<file path="config.mk">
export PLATFORM = sky130hd
export DESIGN_NAME = status_capture_reg
export DESIGN_NICKNAME = d
export VERILOG_FILES = /design/src/rtl/stat_cap_pkg.sv /design/src/rtl/stat_cap_cell.sv /design/src/rtl/stat_irq_reduce.sv /design/src/rtl/status_capture_reg.sv
export SDC_FILE = /design/constraint.sdc
export NUM_CORES = 1
export LEC_CHECK = 0
export ABC_CLOCK_PERIOD_IN_PS = 1000
export CAP_MARGIN = 20
export CORE_MARGIN = 3
export CORE_UTILIZATION = 36
export DETAILED_ROUTE_END_ITERATION = 8
export GPL_ROUTABILITY_DRIVEN = 0
export PLACE_DENSITY = 0.8
export SLEW_MARGIN = 40
export SYNTH_ARGS = -nofsm -noshare
export SYNTH_HDL_FRONTEND = slang
export SYNTH_SLANG_ARGS = --single-unit
</file>
<file path="constraint.sdc">
create_clock -name clk -period 1 [get_ports clk]
set_clock_uncertainty 0.15 [all_clocks]
set_input_delay 0.15 -clock clk [delete_from_list [all_inputs] [get_ports clk]]
set_output_delay 0.15 -clock clk [all_outputs]
set_load 0.005 [all_outputs]
</file>
<file path="src/rtl/stat_cap_pkg.sv">
package stat_cap_pkg;

    typedef enum logic [1:0] {
        CAP_LEVEL    = 2'b00,
        CAP_LIVE     = 2'b01,
        CAP_RISE     = 2'b10,
        CAP_LIVE_ALT = 2'b11
    } cap_mode_e;

    typedef struct packed {
        logic held;
        logic view;
    } cell_out_t;

    function automatic logic mode_is_live(input cap_mode_e m);
        return (m == CAP_LIVE) || (m == CAP_LIVE_ALT);
    endfunction

endpackage

</file>
<file path="src/rtl/stat_cap_cell.sv">
module stat_cap_cell
    import stat_cap_pkg::*;
(
    input  logic      clk,
    input  logic      rst,
    input  logic      din,
    input  cap_mode_e mode,
    input  logic      rd_clr,
    output cell_out_t q
);
    logic prev_q;
    logic held_q;
    logic live;
    logic set_cond;

    always_comb begin
        live = mode_is_live(mode);
        unique case (mode)
            CAP_LEVEL: set_cond = din;
            CAP_RISE:  set_cond = din & ~prev_q;
            default:   set_cond = 1'b0;
        endcase
    end

    always_ff @(posedge clk) begin
        if (rst) begin
            prev_q <= 1'b0;
            held_q <= 1'b0;
        end else begin
            prev_q <= din;
            if (live)
                held_q <= 1'b0;
            else if (set_cond)
                held_q <= 1'b1;
            else if (rd_clr)
                held_q <= 1'b0;
        end
    end

    always_comb begin
        q.held = held_q;
        q.view = live ? din : held_q;
    end

    assert_level_set_R2: assert property (@(posedge clk) disable iff (rst)
        (mode == CAP_LEVEL && din) |=> held_q);

    assert_clear_R3: assert property (@(posedge clk) disable iff (rst)
        (rd_clr && !din) |=> !held_q);

    assert_live_nohold_R5: assert property (@(posedge clk) disable iff (rst)
        live |=> !held_q);

    assert_no_level_retrigger_R6: assert property (@(posedge clk) disable iff (rst)
        (mode == CAP_RISE && prev_q && din && !held_q) |=> !held_q);

    assert_set_wins_R7: assert property (@(posedge clk) disable iff (rst)
        (rd_clr && din && mode == CAP_RISE && !prev_q) |=> held_q);

endmodule

</file>
<file path="src/rtl/stat_irq_reduce.sv">
module stat_irq_reduce #(
    parameter int WIDTH = 8
) (
    input  logic [WIDTH-1:0] held,
    input  logic [WIDTH-1:0] mask,
    output logic             irq
);
    assign irq = |(held & mask);
endmodule

</file>
<file path="src/rtl/status_capture_reg.sv">
module status_capture_reg
    import stat_cap_pkg::*;
#(
    parameter int WIDTH = 8
) (
    input  logic               clk,
    input  logic               rst,
    input  logic [WIDTH-1:0]   stat_in,
    input  logic [2*WIDTH-1:0] mode_cfg,
    input  logic [WIDTH-1:0]   irq_mask,
    input  logic               rd_stb,
    output logic [WIDTH-1:0]   rd_data,
    output logic               irq
);
    localparam int MODE_W = 2;

    logic [WIDTH-1:0] held_vec;

    for (genvar i = 0; i < WIDTH; i++) begin : g_bit
        cell_out_t co;
        stat_cap_cell u_cell (
            .clk    (clk),
            .rst    (rst),
            .din    (stat_in[i]),
            .mode   (cap_mode_e'(mode_cfg[MODE_W*i +: MODE_W])),
            .rd_clr (rd_stb),
            .q      (co)
        );
        assign held_vec[i] = co.held;
        assign rd_data[i]  = co.view;
    end

    stat_irq_reduce #(.WIDTH(WIDTH)) u_irq (
        .held (held_vec),
        .mask (irq_mask),
        .irq  (irq)
    );

    assert_reset_clear_R1: assert property (@(posedge clk)
        rst |=> (held_vec == '0 && !irq));

    assert_irq_drop_R8: assert property (@(posedge clk) disable iff (rst)
        (rd_stb && stat_in == '0) |=> !irq);

    assert_mask_block_R9: assert property (@(posedge clk) disable iff (rst)
        (irq_mask == '0) |-> !irq);

endmodule

</file>
# Word-level counts from Yosys, hierarchy flattened
# Index checks and enable logic that the tools add are counted.
[word_totals]
register_bits = 16
in_bits = 35
wordCells = 115
[classes]
n_eq_ne = 24
n_mux = 25
n_bitwise = 17
reduce_logical = 33
[op_table]
columns = ["op", "count"]
rows = [
  ["$eq A2 B2 Y1 const B", 16],
  ["$mux W1", 17],
  ["$eq A2 B1 Y1 const B", 8],
  ["$logic_not A2 Y1", 8],
  ["$pmux W1 S2", 8],
  ["$reduce_bool A2 Y1", 8],
  ["$reduce_or A2 Y1", 8],
  ["$and A1 B1 Y1", 8],
  ["$and A8 B8 Y8", 1],
  ["$logic_or A1 B1 Y1", 8],
  ["$not A1 Y1", 8],
  ["$reduce_or A8 Y1", 1],
]

# Longest topological paths before layout
# Gate-level depths: netlist (run 1).
[depth]
ltp_word = 4
depth_mapped = 2
mapped_depth_nobuf = 2

# Modules after synthesis
# Synthesis (run 1) repeated with hierarchy kept, for this count alone.
[hier_totals]
hier_cells = 69
hier_area_um2 = 787.0
[modules_own_cells]
columns = ["module", "instances", "cells_per_inst", "area_each_um2", "seq_area_each_um2"]
rows = [
  ["stat_cap_cell", 8, 8, 93.8, 40.0],
  ["stat_irq_reduce", 1, 5, 36.3, 0.0],
]

# Worst setup path before layout (run 1)
# No wires, ideal clock.
[synth_path]
kind = "reg-to-reg"
start = "reg g_bit[5].u_cell.prev_q"
end = "reg g_bit[5].u_cell.held_q"
setup_ps = 79
arrival_time_ps = 641
required_time_ps = 771
slack_ps = 129
stages_incl_launch_ff = 3
n_path_buf = 0
path_cell_list = "dfxtp_1 > a21bo_1 > a211oi_2"
[synth_via]
elab_chain_len = 4
[synth_lines]
columns = ["element", "line_no", "rtl"]
rows = [
  ["from (decl)", "stat_cap_cell.sv:11", "logic prev_q;"],
  ["from (signal assigned)", "stat_cap_cell.sv:30", "prev_q <= din;"],
  ["$not A1 Y1 *", "stat_cap_cell.sv:20", "CAP_RISE: set_cond = din & ~prev_q;"],
  ["$and A1 B1 Y1 *", "stat_cap_cell.sv:20", ""],
  ["$pmux W1 S2 *", "stat_cap_cell.sv:18", "unique case (mode)"],
  ["$mux W1 / $reduce_bool A2 Y1 (equally long branches)", "-", ""],
  ["to (signal assigned)", "stat_cap_cell.sv:32", "held_q <= 1'b0;"],
  ["to (signal assigned)", "stat_cap_cell.sv:34", "held_q <= 1'b1;"],
  ["to (signal assigned)", "stat_cap_cell.sv:36", "held_q <= 1'b0;"],
  ["to (decl)", "stat_cap_cell.sv:12", "logic held_q;"],
]
# Every way passes the cells marked *; elsewhere a longest branch is shown, timed or not.
# A chain may end at the register's enable or synchronous reset.

# Worst setup path after layout (run 1)
[layout_path]
start = "reg g_bit[6].u_cell.held_q"
end = "out irq"
[layout_via]
elab_chain_len = 2
[layout_lines]
columns = ["element", "line_no", "rtl"]
rows = [
  ["from (decl)", "stat_cap_cell.sv:12", ""],
  ["from (signal assigned)", "stat_cap_cell.sv:28", "held_q <= 1'b0;"],
  ["from (signal assigned)", "stat_cap_cell.sv:32", ""],
  ["from (signal assigned)", "stat_cap_cell.sv:34", ""],
  ["$and A8 B8 Y8", "stat_irq_reduce.sv:8", "assign irq = |(held & mask);"],
  ["$reduce_or A8 Y1", "stat_irq_reduce.sv:8", ""],
  ["to (decl)", "status_capture_reg.sv:13", "output logic irq"],
]
# Every way passes these cells.

==> results.cfg, run 1 <==
[status]
status = finished, violations left
violations = negative setup slack

[detailed_routing]
drt-pass1-iter-count = 2
drtIter0Drc = 4
vias = 714
wirelength_um = 2120
drc = 0
via_per_inst = 4.76
ant_nets = 0
wl_per_cell_um = 14.1

[worst_setup_path]
reg2reg_slack_ns = 0.08
cp_max_fo = 3
rr_worst_depth = 2
arrival_ns = 1.04
timing.rr.start = g_bit[5].u_cell.prev_q$_SDFF_PP0_
required_ns = 0.70
setup.worst_path.end = irq
crit_path_start = g_bit[6].u_cell.held_q$_SDFFE_PP0P_
crit_path_start_kind = flip-flop
crit_type = flip-flop to primary output
r2r_end = g_bit[5].u_cell.held_q$_SDFFE_PP0P_
worstSetupEndpointType = primary output

[synthesis]
syn_area_per_cell_sq_um = 12.0
synth.distinct_cells = 10
synth_nets = 97
synth_seq_area_share_pct = 43.1
ys_warn_count = 0
yosys.area_share.adder_pct = 0
synthSimpleGateAreaFrac_pct = 15.0
synth_xor_area_share_pct = 0
syn_inst = 62
synth_mux_area_share_pct = 12.1
synth_top_family_by_area = compound AO/OA/AOI/OAI gates
synth_compound_area_share_pct = 28.3
synth_area_sq_um = 743
ys_ff_latch = 16

[pwr]
p_seq_share_pct = 46.4
p_leak_nw = 0.608
power.share.switching_pct = 23.1
power_switching_w = 0.000344
clkPwrFrac_pct = 29.2
max-vdd-ir-drop_uv = 874
power.internal_w = 0.00114
p_total_w = 0.00149
p_per_area_nw_per_um2 = 1090
combinationalPowerShare_pct = 24.4

[grt]
grt_overflow = 0
grt_pass1_wl_um = 3520
grt_usage_pct = 18.1
grt_pass1_vias = 750
grt_max_degree = 17
grt_antenna_before_repair = 0

[sta]
period_minus_slack_ns = 1.34
rsz0062_at_grt = true
hold_viol = 0
fin_setup_tns_ns = -2.79
setup_violations = 9
fin_crit_sh_pct = 134
worst_slack_ns = -0.344
tightest_slew_ns = 0.238
fmax_ghz = 0.744
slew_viol_final = 0
maxSlewHeadroom_pct = 84.1

[cts]
cts_hold_buf = 0
clock_path_buffers = 2
cts_setup_buffers = 0
cts_buffers = 3
clk_pin_slew_ns = 0.10
htreeDepth = 1
clock_latency_ns = 0.28
cts.sinks = 16
cts_root_buf = clkbuf_4
cts_tree = done

[floorplanning]
dieWidth_um = 51.4
placementRows = 15
num_io_pins = 44
die_height_um = 51.4
start_util_pct = 40.4
core_sq_um = 1840
die-area_sq_um = 2650

[min_path]
hold_class = primary input to flip-flop

[layout]
register_area_sq_um = 330
fill_cells = 150
area_delta_synth_final_pct = 84.3
diodes = 0
drive_above_1_share_pct = 48.0
multi_input_area_sq_um = 443
instances_no_fill = 150
final_cell_mix = 17 x clkdlybuf4s50_1, 17 x dlygate4sd2_1, 16 x buf_4
nets = 161
fin_util_pct = 74.5

[place]
dp_hpwl_um = 1700
pre_cts_slack_ns = -0.725
dp_cells = 146
portBuffers = 43

[job]
cap_viol_max_count = 0
## logic make-up after synthesis
logic type	Yosys count
and+or+nand+nor	17
AOI/OAI and AO/OA	20
muxes	8
DFF	16
buffers and inverters	1
## metal layers
layer  vias to the layer above  global-route usage [%]  wire length (um)
met3                         4                    4.08               120
met1                       327                    20.4               826
li1                        357                       -                 -
met5                         -                       0                 0
met2                        26                    32.0              1140
met4                         0                    8.30                33
## power by group through the flow
stage / registers, W / clock network, W / logic, W
floorplan: 0.000694 / 0 / 0.000113
global placement: 0.000698 / 0 / 0.000381
detailed placement: 0.000700 / 0 / 0.000389
CTS: 0.000690 / 0.000454 / 0.000344
global route: 0.000695 / 0.000491 / 0.000391
finish: 0.000690 / 0.000434 / 0.000364
## stage by stage
step                cell area, sq um  hold slack, ns
detailed placement              1330           0.338
global route                    1370          0.0805
global placement                1330           0.336
finish                          1370           0.106
CTS                             1330          0.0852
floorplan                        743          0.0646
## synthesized netlist by cell type
master     n  area share (%)
mux2_2     8              12
a21bo_1    8              11
buf_6      1             1.5
nor2b_1    6             5.1
dfxtp_1   16              43
a22oi_1    4             4.0
nor2b_2    2             2.4
nand2b_1   8             6.7
nand4_1    1            0.84
a211oi_2   8              13
## how the worst min path moves through the flow
stage                                         from                             endpoint  slack, ns  depth (start not counted)
6_report                               mode_cfg[6]  g_bit[3].u_cell.held_q$_SDFFE_PP0P_       0.11                          3
5_1_grt                                mode_cfg[6]  g_bit[3].u_cell.held_q$_SDFFE_PP0P_       0.08                          3
4_1_cts                               mode_cfg[12]  g_bit[6].u_cell.held_q$_SDFFE_PP0P_       0.09                          3
3_5_place_dp   g_bit[5].u_cell.held_q$_SDFFE_PP0P_  g_bit[5].u_cell.held_q$_SDFFE_PP0P_       0.34                          2
3_3_place_gp   g_bit[5].u_cell.held_q$_SDFFE_PP0P_  g_bit[5].u_cell.held_q$_SDFFE_PP0P_       0.34                          2
2_1_floorplan                         mode_cfg[12]  g_bit[6].u_cell.held_q$_SDFFE_PP0P_       0.06                          1
## what timing repair did
item / 4_1_cts / 5_1_grt
pin swaps: 5 / 0
setup endpoints to repair: 17 / 9
cloned: 0 / 0
gates resized for setup: 65 / 7
## state kept, by name, summed over array words and instances (netlist names)
| register | flops |
|---|---|
| g_bit.u_cell.held_q | 8 |
| g_bit.u_cell.prev_q | 8 |
## worst max-delay path, stage by stage, from the launching register on
cell and delay (ns):
dfxtp_2 0.35, a22oi_2 0.15, nand4_1 0.11, buf_2 0.14
## area by class of cell
| class | count | area share [%] |
|---|---|---|
| timing repair buffer | 60 | 38.6 |
| multi-input combinational | 45 | 32.3 |
| sequential | 16 | 24.1 |
| clock buffer | 4 | 2.65 |
| tap | 25 | 2.28 |
Power figures use the tool's default switching activity.
==> inputs of run 2 (changes only) <==
CTS_CLUSTER_SIZE = 10   (was unset)
==> results of run 2 <==
Same layout as run 1: the final DEF is identical, and so are final timing and power.
==> inputs of run 3 (changes only) <==
CAP_MARGIN = 30   (was 20)
==> results of run 3 <==
Same layout as run 1: the final DEF is identical, and so are final timing and power.
